--- config.mk ---
export PLATFORM = sky130hd
export DESIGN_NAME = seg_addr_gen
export DESIGN_NICKNAME = d
export VERILOG_FILES = /design/src/rtl/seg_addr_pkg.sv /design/src/rtl/seg_disp_ext.sv /design/src/rtl/seg_offset_calc.sv /design/src/rtl/seg_phys_calc.sv /design/src/rtl/seg_addr_gen.sv
export SDC_FILE = /design/constraint.sdc
export NUM_CORES = 1
export LEC_CHECK = 0
export CAP_MARGIN = 10
export CORE_UTILIZATION = 49
export DETAILED_ROUTE_END_ITERATION = 10
export GPL_TIMING_DRIVEN = 0
export HOLD_SLACK_MARGIN = 0.15
export PLACE_DENSITY_LB_ADDON = 0.12
export SLEW_MARGIN = 20
export SYNTH_ARGS = -nofsm -noshare
export SYNTH_HDL_FRONTEND = slang
export SYNTH_SLANG_ARGS = --single-unit
--- constraint.sdc ---
create_clock -name clk -period 19.4 [get_ports clk]
set_input_delay 1.94 -clock clk [delete_from_list [all_inputs] [get_ports clk]]
set_output_delay 1.94 -clock clk [all_outputs]
set_load 0.005 [all_outputs]
--- src/rtl/seg_addr_pkg.sv ---
// Shared widths and mode codes for the segmented address generator.
// Assumes a 16-bit offset space and a segment shift of four bits.
package seg_addr_pkg;
    localparam int OFS_W   = 16;
    localparam int SHIFT_W = 4;
    localparam int PA_W    = OFS_W + SHIFT_W;
    localparam int SHORT_W = 8;

    typedef enum logic [2:0] {
        AM_DIRECT       = 3'd0,
        AM_INDIRECT     = 3'd1,
        AM_RELATIVE     = 3'd2,
        AM_BASE_IDX     = 3'd3,
        AM_BASE_IDX_DSP = 3'd4
    } addr_mode_e;

    typedef enum logic [1:0] {
        SEG_DS = 2'd0,
        SEG_ES = 2'd1,
        SEG_SS = 2'd2,
        SEG_CS = 2'd3
    } seg_sel_e;
endpackage

--- src/rtl/seg_disp_ext.sv ---
// Displacement extender: passes the full word when wide is set,
// otherwise sign-extends the low short field. Purely combinational.
module seg_disp_ext #(
    parameter int OFS_W   = 16,
    parameter int SHORT_W = 8
) (
    input  logic [OFS_W-1:0] disp_i,
    input  logic             wide_i,
    output logic [OFS_W-1:0] disp_o
);
    localparam int EXT_W = OFS_W - SHORT_W;

    // Pick full word or sign-extended short field.
    always_comb begin
        if (wide_i) disp_o = disp_i;
        else        disp_o = {{EXT_W{disp_i[SHORT_W-1]}}, disp_i[SHORT_W-1:0]};
    end
endmodule

--- src/rtl/seg_offset_calc.sv ---
// Effective offset former: selects pointer registers per mode and adds
// the extended displacement. All sums wrap at the offset width.
// Assumes unknown mode codes fall back to direct addressing.
module seg_offset_calc #(
    parameter int OFS_W   = 16,
    parameter int SHORT_W = 8
) (
    input  logic [2:0]       mode_i,
    input  logic [1:0]       ptr_sel_i,
    input  logic [OFS_W-1:0] bx_i,
    input  logic [OFS_W-1:0] bp_i,
    input  logic [OFS_W-1:0] si_i,
    input  logic [OFS_W-1:0] di_i,
    input  logic [OFS_W-1:0] disp_i,
    input  logic             disp_wide_i,
    output logic [OFS_W-1:0] ofs_o
);
    import seg_addr_pkg::*;

    localparam int EXT_W = OFS_W - SHORT_W;

    logic [OFS_W-1:0] disp_ext;
    logic [OFS_W-1:0] single_reg;
    logic [OFS_W-1:0] base_reg;
    logic [OFS_W-1:0] index_reg;
    logic [OFS_W-1:0] pair_sum;

    seg_disp_ext #(.OFS_W(OFS_W), .SHORT_W(SHORT_W)) i_disp_ext (
        .disp_i (disp_i),
        .wide_i (disp_wide_i),
        .disp_o (disp_ext)
    );

    // Single pointer register chosen by the two-bit select.
    always_comb begin
        case (ptr_sel_i)
            2'd0:    single_reg = bx_i;
            2'd1:    single_reg = bp_i;
            2'd2:    single_reg = si_i;
            default: single_reg = di_i;
        endcase
    end

    // Base and index chosen by separate select bits, then summed.
    always_comb begin
        base_reg  = ptr_sel_i[0] ? bp_i : bx_i;
        index_reg = ptr_sel_i[1] ? di_i : si_i;
        pair_sum  = base_reg + index_reg;
    end

    // Mode decode into the final offset.
    always_comb begin
        case (mode_i)
            AM_INDIRECT:     ofs_o = single_reg;
            AM_RELATIVE:     ofs_o = single_reg + disp_ext;
            AM_BASE_IDX:     ofs_o = pair_sum;
            AM_BASE_IDX_DSP: ofs_o = pair_sum + disp_ext;
            default:         ofs_o = disp_i;
        endcase
    end

    // Check that the short displacement arrives sign-extended.
    always_comb begin
        if (!disp_wide_i) begin
            assert_sext_R5: assert (disp_ext[OFS_W-1:SHORT_W] == {EXT_W{disp_i[SHORT_W-1]}});
        end
    end

    // Check that indirect mode yields one of the four pointer values.
    always_comb begin
        if (mode_i == AM_INDIRECT) begin
            assert_ind_src_R3: assert (ofs_o == bx_i || ofs_o == bp_i ||
                                       ofs_o == si_i || ofs_o == di_i);
        end
    end
endmodule

--- src/rtl/seg_phys_calc.sv ---
// Segment stage: selects a segment value, shifts it left and adds the
// offset into a physical address that wraps at its own width.
module seg_phys_calc #(
    parameter int OFS_W   = 16,
    parameter int SHIFT_W = 4
) (
    input  logic [1:0]               seg_sel_i,
    input  logic [OFS_W-1:0]         ds_i,
    input  logic [OFS_W-1:0]         es_i,
    input  logic [OFS_W-1:0]         ss_i,
    input  logic [OFS_W-1:0]         cs_i,
    input  logic [OFS_W-1:0]         ofs_i,
    output logic [OFS_W-1:0]         seg_o,
    output logic [OFS_W+SHIFT_W-1:0] phys_o
);
    import seg_addr_pkg::*;

    // Segment select.
    always_comb begin
        case (seg_sel_i)
            SEG_DS:  seg_o = ds_i;
            SEG_ES:  seg_o = es_i;
            SEG_SS:  seg_o = ss_i;
            default: seg_o = cs_i;
        endcase
    end

    // Shift-and-add, truncated to the physical width.
    always_comb begin
        phys_o = {seg_o, {SHIFT_W{1'b0}}} + {{SHIFT_W{1'b0}}, ofs_i};
    end

    // The chosen segment is always one of the four inputs.
    always_comb begin
        assert_seg_src_R10: assert (seg_o == ds_i || seg_o == es_i ||
                                    seg_o == ss_i || seg_o == cs_i);
    end
endmodule

--- src/rtl/seg_addr_gen.sv ---
// Top of the segmented effective address generator. Combines the offset
// former and the segment stage; REG_OUT adds one output register stage
// with synchronous active-low reset. Assumes inputs are stable around
// the rising edge when the register stage is used.
module seg_addr_gen #(
    parameter int OFS_W   = 16,
    parameter int SHIFT_W = 4,
    parameter int SHORT_W = 8,
    parameter bit REG_OUT = 1'b1
) (
    input  logic                     clk,
    input  logic                     rst_n,
    input  logic [2:0]               mode_i,
    input  logic [1:0]               ptr_sel_i,
    input  logic [OFS_W-1:0]         bx_i,
    input  logic [OFS_W-1:0]         bp_i,
    input  logic [OFS_W-1:0]         si_i,
    input  logic [OFS_W-1:0]         di_i,
    input  logic [OFS_W-1:0]         disp_i,
    input  logic                     disp_wide_i,
    input  logic [OFS_W-1:0]         ds_i,
    input  logic [OFS_W-1:0]         es_i,
    input  logic [OFS_W-1:0]         ss_i,
    input  logic [OFS_W-1:0]         cs_i,
    input  logic [1:0]               seg_sel_i,
    output logic [OFS_W-1:0]         ofs_o,
    output logic [OFS_W+SHIFT_W-1:0] phys_o
);
    localparam int PA_W = OFS_W + SHIFT_W;

    logic [OFS_W-1:0] ofs_comb;
    logic [OFS_W-1:0] seg_comb;
    logic [PA_W-1:0]  phys_comb;

    seg_offset_calc #(.OFS_W(OFS_W), .SHORT_W(SHORT_W)) i_offset (
        .mode_i      (mode_i),
        .ptr_sel_i   (ptr_sel_i),
        .bx_i        (bx_i),
        .bp_i        (bp_i),
        .si_i        (si_i),
        .di_i        (di_i),
        .disp_i      (disp_i),
        .disp_wide_i (disp_wide_i),
        .ofs_o       (ofs_comb)
    );

    seg_phys_calc #(.OFS_W(OFS_W), .SHIFT_W(SHIFT_W)) i_phys (
        .seg_sel_i (seg_sel_i),
        .ds_i      (ds_i),
        .es_i      (es_i),
        .ss_i      (ss_i),
        .cs_i      (cs_i),
        .ofs_i     (ofs_comb),
        .seg_o     (seg_comb),
        .phys_o    (phys_comb)
    );

    generate
        if (REG_OUT) begin : g_reg
            logic chk_primed;

            // Output register stage, cleared by synchronous reset.
            always_ff @(posedge clk) begin
                if (!rst_n) begin
                    ofs_o  <= '0;
                    phys_o <= '0;
                end else begin
                    ofs_o  <= ofs_comb;
                    phys_o <= phys_comb;
                end
            end

            // Marks that one registered result has been captured after reset.
            always_ff @(posedge clk) begin
                if (!rst_n) chk_primed <= 1'b0;
                else        chk_primed <= 1'b1;
            end

            // Registered address matches the last segment plus registered offset.
            assert_phys_sum_R1: assert property (@(posedge clk) disable iff (!rst_n)
                chk_primed |-> (phys_o == ({$past(seg_comb), {SHIFT_W{1'b0}}} +
                                           {{SHIFT_W{1'b0}}, ofs_o})));

            // Reset clears both outputs.
            assert_reset_clear_R11: assert property (@(posedge clk)
                !rst_n |=> (ofs_o == '0 && phys_o == '0));
        end else begin : g_comb
            // Outputs follow the combinational path directly.
            always_comb begin
                ofs_o  = ofs_comb;
                phys_o = phys_comb;
            end
        end
    endgenerate
endmodule

==> metrics <==
GRT Residual Overflow=0; die width=102 um; layout cells sized above 1=10.5%; Seq/Total Area, Yosys=13.1%; EDFF count, synth=0; site row count=36; WP data required=between 15 and 20 ns; final setup vio count=0; relative slew slack=between 40 and 50%; root buf cell=clkbuf_8; CP Capture Type=flop; clock share of power=16.8%; Post-Syn Nets=817; cell family with the largest share of critical-path delay=buffers and inverters; CTS H-Tree Depth=2; wire per inst=~18 um; P&R area growth vs syn=43.4%; CTS Sinks=32; TritonCTS clock tree=yes; Comb power frac=63.7%; Nets=1,007; Finished Layout Cells=~940; die area=0.0104 mm^2; Crit path buffers/inverters=6; Fmax=103 MHz; die height=102 um; startpoint types=input pin; drt total wl=~17,000 um; max-slew violations=0; #FFs+latches synth=32; syn avg cell area=7.92 um^2; most used cell, CP=or3_1; first-pass GRT wire length=roughly 26,000 um; Placed Instances=934; worst vdd ir=between 40 and 50 uV; Post-synth ARST share=0%; Int Pwr=264 uW; Core ar.=slightly below 0.01 mm^2; CTS resizes=0; Power Dens Cells=a little over 60 mW/mm^2; sw frac=a little under two fifths; Ys Warns=0; gr usage total=32.2%; # fillers=790; Worst Path Class, Setup=input pin to flop; worst-path fanout max=10; share of the synthesized area in the top cell type=13.1%; most frequent cells in the layout=183 x clkdlybuf4s50_1, 69 x nand2_1, 67 x nor2_1, 54 x a21oi_1, 42 x ha_1; worst setup margin=a little under 10 ns; clock-pin transition on the worst setup and hold timing paths=0.07 ns; Vias/cell=5.93; starting density of the core=50.3%; Leak=0.00291 uW; CP Data Arrival Time=9.92 ns; NetSw=160 uW; final core occ=72.1%; vias in the first global route=5,485; Fin Hold WS=2.34 ns; CP peak stage delay=0.62 ns; IO Port Bufs=183; setup TNS=0 ns; status=completed; min Tclk post-route=9.70 ns; Max-cap violations=0; Netlist cell types=between 60 and 70; initial antenna violation count=0; largest net degree at the start of global routing=11; DRT Pass-1 Iters=7; # diodes=0; Detail Placement HPWL=14,000 um; period utilisation layout=50.0%; Yosys top cell by area=dfxtp_1; DRC=0; DRT iter0 DRCs=316; Reg power frac=19.5%; total vias in the final route=approximately 5.6k; Num CTS Buffers=5; Mapped Area=between 0.004 and 0.005 mm^2; Synth Flop Type=dfxtp_1; Post-DRT Antenna Nets=0; Synth area leaders=dfxtp_1 13%, ha_1 11%, mux4_2 9.2%; gp weighted congestion=0.911; # IOs=between 150 and 200; Cells after Synth=618; final hold viol count=0; post-place setup slack=around 9.6 ns; Worst-Margin Slew=between 0.8 and 0.9 ns; Critical-path top delay cell=buf_1; Post-CTS Hold Buffers=0; RSZ-0062 raised after global routing=no; # Post-CTS Setup Buffers=0; hold crit path type=input pin to flop; clk buf depth=2; most common cell after layout, fill and taps aside=clkdlybuf4s50_1
registers in the layout (all words and copies together) (netlist names):
| signal | count |
|---|---|
| ofs_o | 16 |
| phys_o | 16 |
metal layers:
layer / track usage [%] / part of all wire (%) / wire length (um) / vias to the layer above
met5: 0 / 0 / 0 / -
met4: 10.0 / 2.5 / 421 / 0
met3: 4.31 / 6.7 / 1130 / 31
met2: 56.9 / 49 / 8290 / 254
met1: 40.6 / 41 / 6970 / 2642
li1: - / - / - / 2663
Yosys cell counts (3+ instances only):
| cell type | count |
|---|---|
| ha_1 | 42 |
| mux4_2 | 20 |
| xor2_1 | 12 |
| nor2b_1 | 5 |
| buf_4 | 4 |
| fa_1 | 3 |
| nor2_1 | 67 |
| nand2b_1 | 9 |
| nand2_1 | 69 |
| inv_1 | 13 |
| or3_1 | 10 |
| o31ai_1 | 5 |
| nor3_1 | 15 |
| and3_1 | 11 |
| xnor2_1 | 19 |
| dfxtp_1 | 32 |
| o21ai_0 | 30 |
| mux2_2 | 36 |
| a21oi_1 | 54 |
| buf_1 | 7 |
| o31a_1 | 3 |
| mux2i_1 | 28 |
| a21o_1 | 10 |
| o21a_1 | 9 |
| buf_2 | 5 |
| nand3_1 | 12 |
| a211oi_1 | 6 |
| o211ai_1 | 3 |
| a31oi_1 | 7 |
| and2_1 | 11 |
| clkbuf_1 | 19 |
worst paths after layout:
kind | from | slack (ns) | to | cells after the start
worst max-delay path | ptr_sel_i[1] | 9.70 | phys_o[17] | 30
worst min-delay path | disp_i[2] | 2.34 | ofs_o[2] | 3
worst min-delay path, cell delays in order:
cell and delay (ns):
clkdlybuf4s50_1 0.47, nand2_1 0.09, a311oi_1 0.08
through the flow:
stage | total power (uW) | cell area [um^2]
3_5_place_dp | 350 | 6890
3_3_place_gp | 341 | 6890
2_1_floorplan | 250 | 4890
4_1_cts | 422 | 7020
5_1_grt | 455 | 7020
6_report | 424 | 7020
final cells by class:
type	count	area, um^2	area share [%]
Buffer	35	153	2.17
Clock buffer	7	96.3	1.37
Clock inverter	1	30.0	0.428
Inverter	13	48.8	0.695
Multi-Input combinational cell	538	4050	57.7
Sequential cell	32	641	9.13
Tap cell	133	166	2.37
Timing Repair Buffer	183	1830	26.1
power groups by stage:
| stage | clock (uW) | sequential [uW] | combinational [uW] |
|---|---|---|---|
| 2_1_floorplan | 0 | 85.5 | 164 |
| 3_3_place_gp | 0 | 83.4 | 257 |
| 3_5_place_dp | 0 | 84.0 | 266 |
| 4_1_cts | 71.7 | 82.6 | 267 |
| 5_1_grt | 75.3 | 83.7 | 296 |
| 6_report | 71.2 | 82.5 | 270 |
cells by family after synthesis:
logic type                 after synthesis  synth area share [%]
DFF                                     32                  13.1
muxes                                   84                  23.2
adders and majority gates               45                  12.0
xor gates and xnor gates                31                  5.55
and+or+nand+nor                        219                  20.7
AOI/OAI and AO/OA                      159                  21.4
buffers and inverters                   48                  4.12
(Power assumes the default switching activity.)
